[config.mk]
export PLATFORM = sky130hd
export DESIGN_NAME = tmr_refresh_reg
export DESIGN_NICKNAME = d
export VERILOG_FILES = /design/src/rtl/tmr_refresh_reg.sv
export SDC_FILE = /design/constraint.sdc
export NUM_CORES = 1
export LEC_CHECK = 0
export ABC_AREA = 1
export CAP_MARGIN = 20
export CORE_ASPECT_RATIO = 0.5
export CORE_UTILIZATION = 44
export CTS_CLUSTER_DIAMETER = 150
export CTS_CLUSTER_SIZE = 24
export DETAILED_ROUTE_END_ITERATION = 8
export PLACE_DENSITY_LB_ADDON = 0.15
export SLEW_MARGIN = 40
export SYNTH_ARGS = -nofsm -noshare
export SYNTH_HDL_FRONTEND = slang
export SYNTH_SLANG_ARGS = --single-unit
[constraint.sdc]
create_clock -name clk -period 2.1 [get_ports clk]
set_input_delay 0.21 -clock clk [delete_from_list [all_inputs] [get_ports clk]]
set_output_delay 0.21 -clock clk [all_outputs]
set_load 0.03 [all_outputs]
[src/rtl/tmr_refresh_reg.sv]
module tmr_refresh_reg #(
  parameter int W = 8,
  parameter int CW = 16,
  parameter logic [W-1:0] RST_VAL = '0
) (
  input  logic          clk,
  input  logic          rst_n,
  input  logic          load,
  input  logic [W-1:0]  d0,
  input  logic [W-1:0]  d1,
  input  logic [W-1:0]  d2,
  output logic [W-1:0]  q0,
  output logic [W-1:0]  q1,
  output logic [W-1:0]  q2,
  output logic [2:0]    pad_block,
  output logic          err_single,
  output logic          err_multi,
  output logic [CW-1:0] fix_cnt
);
  localparam int N = 3;

  logic [W-1:0] cp   [N];
  logic [W-1:0] din  [N];
  logic [W-1:0] vote [N];
  logic [1:0]   nbad;
  logic         single_now, multi_now;

  assign din[0] = d0;
  assign din[1] = d1;
  assign din[2] = d2;

  for (genvar k = 0; k < N; k++) begin : g_dom
    assign vote[k]      = (cp[0] & cp[1]) | (cp[0] & cp[2]) | (cp[1] & cp[2]);
    assign pad_block[k] = |(cp[k] ^ vote[k]);
  end

  assign q0 = vote[0];
  assign q1 = vote[1];
  assign q2 = vote[2];

  always_ff @(posedge clk or negedge rst_n) begin
    if (!rst_n) begin
      for (int k = 0; k < N; k++) cp[k] <= RST_VAL;
    end else begin
      for (int k = 0; k < N; k++) cp[k] <= load ? din[k] : vote[k];
    end
  end

  assign nbad       = {1'b0, pad_block[0]} + {1'b0, pad_block[1]} + {1'b0, pad_block[2]};
  assign single_now = (nbad == 2'd1);
  assign multi_now  = nbad[1];

  always_ff @(posedge clk or negedge rst_n) begin
    if (!rst_n) begin
      err_single <= 1'b0;
      err_multi  <= 1'b0;
      fix_cnt    <= '0;
    end else begin
      err_single <= single_now;
      err_multi  <= err_multi | multi_now;
      if (single_now && fix_cnt != '1) fix_cnt <= fix_cnt + 1'b1;
    end
  end
endmodule

==> results of run 1 <==
[registers in the layout, indices dropped and copies added (netlist names)]
name / count
cp: 24
err_multi: 1
err_single: 1
fix_cnt: 16
[metrics by stage]
step / instance area (µm²) / setup TNS, ns / hold slack, ns
2_1_floorplan: 2660 / -2.51 / -0.0856
3_3_place_gp: 3470 / -1.31 / 0.399
3_5_place_dp: 3470 / -1.93 / 0.231
4_1_cts: 3650 / -1.63 / 0.456
5_1_grt: 3700 / -4.64 / 0.466
6_report: 3700 / -2.38 / 0.446
[power by group through the flow]
stage	Sequential [mW]	Clock (mW)	Combinational [mW]
final	0.978	0.756	0.990
after global routing	0.994	0.803	1.08
after CTS	0.973	0.776	0.979
after detailed placement	0.985	0	0.989
after global placement	0.976	0	0.966
after floorplan	1.02	0	0.589
[routing by layer]
metal,track usage (%),vias to the layer above
met5,0,-
met1,24.5,1236
met3,4.32,8
met2,40.3,58
met4,7.92,0
li1,-,1355
[layout make-up]
| class | instances | share of cell area, % |
|---|---|---|
| timing repair buffer | 96 | 24.6 |
| clock buffer | 5 | 3.38 |
| multi-input combinational | 276 | 35.9 |
| sequential | 42 | 28.4 |
| tap | 73 | 2.47 |
| inverter | 46 | 4.66 |
| clock inverter | 3 | 0.574 |
[critical path: stages (launching register included)]
cell,delay [ns]
dfrtp_1,0.42
buf_6,0.14
nand3_1,0.08
nand2_1,0.07
nor2_2,0.12
nand4_1,0.14
inv_1,0.10
fa_1,0.44
or2_4,0.30
nor2_4,0.14
buf_4,0.11
nand3b_1,0.08
nand2_1,0.07
[cells in the final DEF, fill, tap and decap left out]
cell type / Yosys / final
nand2_1: 149 / 147
clkdlybuf4s50_1: 0 / 54
dfrtp_1: 42 / 41
nand3_1: 40 / 36
inv_1: 43 / 28
buf_4: 16 / 21
nor2_1: 25 / 19
inv_2: 3 / 18
dlygate4sd2_1: 0 / 14
o21ai_0: 21 / 11
o21ai_1: 1 / 10
nor2_2: 6 / 9
nand4_1: 7 / 7
nand2_2: 4 / 6
nor2_4: 2 / 5
clkbuf_16: 0 / 5
a21oi_1: 6 / 4
nand3_2: 0 / 4
nand3b_1: 3 / 3
buf_6: 2 / 3
a21oi_2: 0 / 2
xor2_1: 2 / 2
o21ai_2: 1 / 2
xnor2_1: 2 / 2
nand2_4: 2 / 2
dlymetal6s2s_1: 0 / 2
and2_1: 1 / 1
or2_4: 1 / 1
or2_2: 1 / 1
fa_1: 1 / 1
ha_1: 1 / 1
clkinvlp_4: 0 / 1
clkinv_4: 0 / 1
clkinv_2: 0 / 1
dfrtp_2: 0 / 1
dlygate4sd3_1: 0 / 1
buf_12: 0 / 1
[cell families (layout without fill, tap and decap cells)]
logic type / Yosys count / count (layout) / synth area share (%)
and+or+nand+nor: 241 / 241 / 39.7
buffers and inverters: 67 / 150 / 12.4
DFF: 42 / 42 / 39.8
AOI/OAI and AO/OA: 29 / 29 / 5.63
xor gates and xnor gates: 4 / 4 / 1.33
adders and majority gates: 2 / 2 / 1.23
[repair_timing]
action	CTS	global route
gates resized for setup	31	20
setup buffers	1	2
endpoints found under the setup margin	34	27
pin swaps	5	6
hold endpoints to repair	42	0
hold buffers	1	0
[worst paths after layout]
check                        endpoint  slack, ns  depth (start not counted)
min in group clk                cp[8]       0.46                          3
setup reg to reg           fix_cnt[8]      -0.17                         12
hold reg to reg             err_multi       0.46                          1
setup / recovery           fix_cnt[8]      -0.17                         12
max in group asynchronous      cp[23]       1.25                          2
hold / removal             fix_cnt[0]       0.45                          2
==> flow_summary.ini, run 1 <==
[timing]
hold_violations = 0
fin_crit_sh_pct = 108
layout_min_cycle_time_ns = 2.27
relSlewSlack_pct = 64.4
report.final.slew_viol_count = 0
clock-skew-final_ns = 0.00423
timing.final.setup_violations = 18
rsz0062_at_grt = true
tightest_slew_ns = 0.534
worst_slack_ns = -0.165
fmax_ghz = 0.441

[cts]
clockBufferDepth = 2
root_buffer = clkbuf_16
htreeDepth = 2
cts_buffers = 5
cts_sinks = 42
tritoncts = done
clock_latency_ns = 0.29
cts.clk_slew.worst_paths_ns = 0.06

[route]
wl_mm = 6.43
drc = 5
vias = 2657
top_layer = met4
wl_per_cell_um = 11.9
drt_iter0_drc = 147
met1_length_mm = 2.83
met2_length_mm = 3.28
via_per_inst = 4.91
ant_nets = 0
drt_pre_antenna_iters = 6
wl_met3_um = 246

[critical_path]
arrival_ns = 2.49
r2r-start = cp[15]
cp-start-kind = flip-flop
critPathKind = reg -> reg
cp-startpoint = cp[15]
required_ns = 2.32
end_kind = flip-flop
cp_max_fo = 4

[global_routing]
grt_max_degree = 43
gr-total-overflow = 0
first_global_vias = 2555
grt_use_total_pct = 21.5
grt_pass1_wl_mm = 10.7
antenna_found_initial = 0

[power]
power.switching_mw = 0.998
power_per_cell_area_nw_per_um2 = 736
seqPwrFrac_pct = 35.9
leakagePower_nw = 1.87
internal_power_mw = 1.73
power_mw = 2.72
p_clk_share_pct = 27.7
ir_worst_vdd_uv = 347
p_comb_share_pct = 36.3
switching_share_pct = 36.6

[placed_design]
pre_cts_ws_ns = -0.179
io_buffers = 71
place_hpwl_mm = 4.81
globalplace.congestion = 0.860
dp.cells = 529

[logic_synthesis]
ys_top_cells_by_area = dfrtp_1 (40%), nand2_1 (21%), nand3_1 (7.6%)
synth.cell_area_um2 = 2640
synth_nets = 414
avgSynthCellArea_um2 = 6.86
netlist_instances = 385
ys_warn_count = 0
synth.distinct_cells = 26
synthTopCellsByCount = nand2_1 (149), inv_1 (43), dfrtp_1 (42), nand3_1 (40), nor2_1 (25)
synth_top_flop_cell = dfrtp_1
synth-edff-count = 0
yosysMostFrequentCell = nand2_1
yosysTopAreaCell = dfrtp_1
async_reset_ff_share_pct = 100
yosysSeqAreaShare_pct = 39.8
ys_seq_elements = 42
synth_top_area_share_pct = 39.8

[die]
start_util_pct = 46.9
die-area_um2 = 6340
die_h_um = 56.8
fp.coreArea_um2 = 5630
fp.dieW_um = 112
ios = 72
rows = 19

[min_path]
hold_path.class = in -> async

[layout]
final_util_pct = 65.7
final_layout_size_suffix_gt1_share_pct = 17.9
seqCellArea_um2 = 1050
finalNonFillerCells = 541
nFillCells = 482
syn2layout_area_growth_pct = 40.2
antennaDiodeCount = 0
fin_nets = 496
multiInputGateArea_um2 = 1330

[job]
cap_violations = 0

[status]
violations = design-rule violations, negative setup slack
outcome = finished, violations left
No activity file was read; power rests on OpenSTA's default activity.
==> inputs of run 2 (changes only) <==
- RECOVER_POWER: unset -> 50
==> run 2 against run 1 <==
Effect of this change: the run still ends with design-rule violations, negative setup slack left; total power barely moved; flip-flop and latch count did not move; sequential power barely moved; clock skew barely moved; non-clock buffer count did not move; first-iteration DRC count rose by 1.4%.
==> flow_summary.ini, run 2 (same netlist as run 1, synthesis figures left out) <==
[layout]
largestRegisters = cp: 24 flops, fix_cnt: 16 flops
stdcell_area_um2 = 3700
final_cell_mix = nand2_1 (147), clkdlybuf4s50_1 (54), dfrtp_1 (41), nand3_1 (36), inv_1 (29)
regMostFlops = cp
largest_register_ffs = 24
finalNonFillerCells = 541
syn2layout_area_growth_pct = 40.1
final_layout_size_suffix_gt1_share_pct = 17.7
final_common_cell = nand2_1
fin_nets = 496
final_util_pct = 65.7
antennaDiodeCount = 0

[critical_path]
cp_common_cell = nand2_1
slowest_delay_ns = 0.44
critPathBufInv = 3
cp_top_family = simple AND/OR/NAND/NOR gates
required_ns = 2.32
cp_max_fo = 4
end_kind = flip-flop
cp-start-kind = flip-flop
cp_cell_sequence = buf_6, nand3_1, nand2_1, nor2_2, nand4_1, inv_1, fa_1, or2_4, nor2_4, buf_4, nand3b_1, nand2_1
arrival_ns = 2.49
critPathKind = reg -> reg
cp_slowest_cell = fa_1

[cts]
cts_sinks = 42
cts.clk_slew.worst_paths_ns = 0.06
cts_buffers = 5
tritoncts = done
htreeDepth = 2
clockBufferDepth = 2
clock_latency_ns = 0.29
root_buffer = clkbuf_16

[timing]
clock-skew-final_ns = 0.00407
hold_violations = 0
relSlewSlack_pct = 31.1
layout_min_cycle_time_ns = 2.27
fmax_ghz = 0.441
timing.final.setup_violations = 21
fin_crit_sh_pct = 108
tightest_slew_ns = 1.03
whs_ns = 0.460
rsz0062_at_grt = true
report.final.slew_viol_count = 0
tns_ns = -2.50
worst_slack_ns = -0.167

[status]
outcome = finished, violations left
violations = design-rule violations, negative setup slack

[placed_design]
globalplace.congestion = 0.860
io_buffers = 71
dp.cells = 529
pre_cts_ws_ns = -0.179
place_hpwl_mm = 4.81
dpl-instance-area_um2 = 3470

[global_routing]
gr-total-overflow = 0
antenna_found_initial = 0
first_global_vias = 2555
grt_pass1_wl_mm = 10.7
grt_max_degree = 43
grt_use_total_pct = 21.5

[die]
die-area_um2 = 6340
fp.dieW_um = 112
ios = 72
start_util_pct = 46.9
fp.coreArea_um2 = 5630
die_h_um = 56.8
rows = 19

[route]
wl_mm = 6.45
drt_pre_antenna_iters = 6
ant_nets = 0
drt_iter0_drc = 149
drc = 5
via_per_inst = 4.92
wl_per_cell_um = 11.9
vias = 2662

[min_path]
hold_path.class = in -> reg

[power]
ir_worst_vdd_uv = 345
power_mw = 2.72
power_per_cell_area_nw_per_um2 = 736
leakagePower_nw = 1.87

[job]
cap_violations = 0
run 2: worst reg2reg max path, stage by stage (launching register included):
cell and delay [ns]:
dfrtp_1 0.42, buf_6 0.14, nand3_1 0.08, nand2_1 0.07, nor2_2 0.12, nand4_1 0.14
inv_1 0.10, fa_1 0.44, or2_4 0.30, nor2_4 0.14, buf_4 0.11, nand3b_1 0.08
nand2_1 0.07
run 2: report_power, final:
group / switching (mW) / total (mW) / internal (mW)
Sequential: 0.0907 / 0.978 / 0.887
Combinational: 0.590 / 0.988 / 0.398
Clock: 0.317 / 0.757 / 0.440
Total: 0.998 / 2.72 / 1.72
run 2: area by class of cell:
cell class,instances,area [µm²]
clock buffers,5,125
clock inverters,3,21.3
fillers,482,1930
inverters,46,173
multi-input cells,276,1330
flip-flops and latches,42,1050
well taps,73,91.3
repair buffers,96,907
run 2: path summary, 6_finish.rpt:
kind / start / cells after the start / endpoint / slack, ns
max: cp[15] / 12 / fix_cnt[8] / -0.17
min: d1[0] / 3 / cp[8] / 0.46
max reg2reg: cp[15] / 12 / fix_cnt[8] / -0.17
min reg2reg: err_multi / 1 / err_multi / 0.46
max in group asynchronous: rst_n / 2 / cp[23] / 0.75
min in group asynchronous: rst_n / 2 / fix_cnt[0] / 0.64
run 2: routing by layer:
metal / vias up / GRT usage, % / wire [µm]
li1: 1348 / - / -
met1: 1243 / 24.5 / 2820
met2: 63 / 40.3 / 3290
met3: 8 / 4.32 / 264
met4: 0 / 7.92 / 72
met5: - / 0 / 0
run 2: repair_timing:
| item | 4_1_cts | 5_1_grt |
|---|---|---|
| hold endpoints to repair | 42 | 0 |
| pin swaps | 5 | 6 |
| hold buffers | 1 | 0 |
| setup endpoints to repair | 34 | 27 |
| resized for setup | 31 | 20 |
| gates cloned | 0 | 0 |
| setup buffers | 1 | 2 |
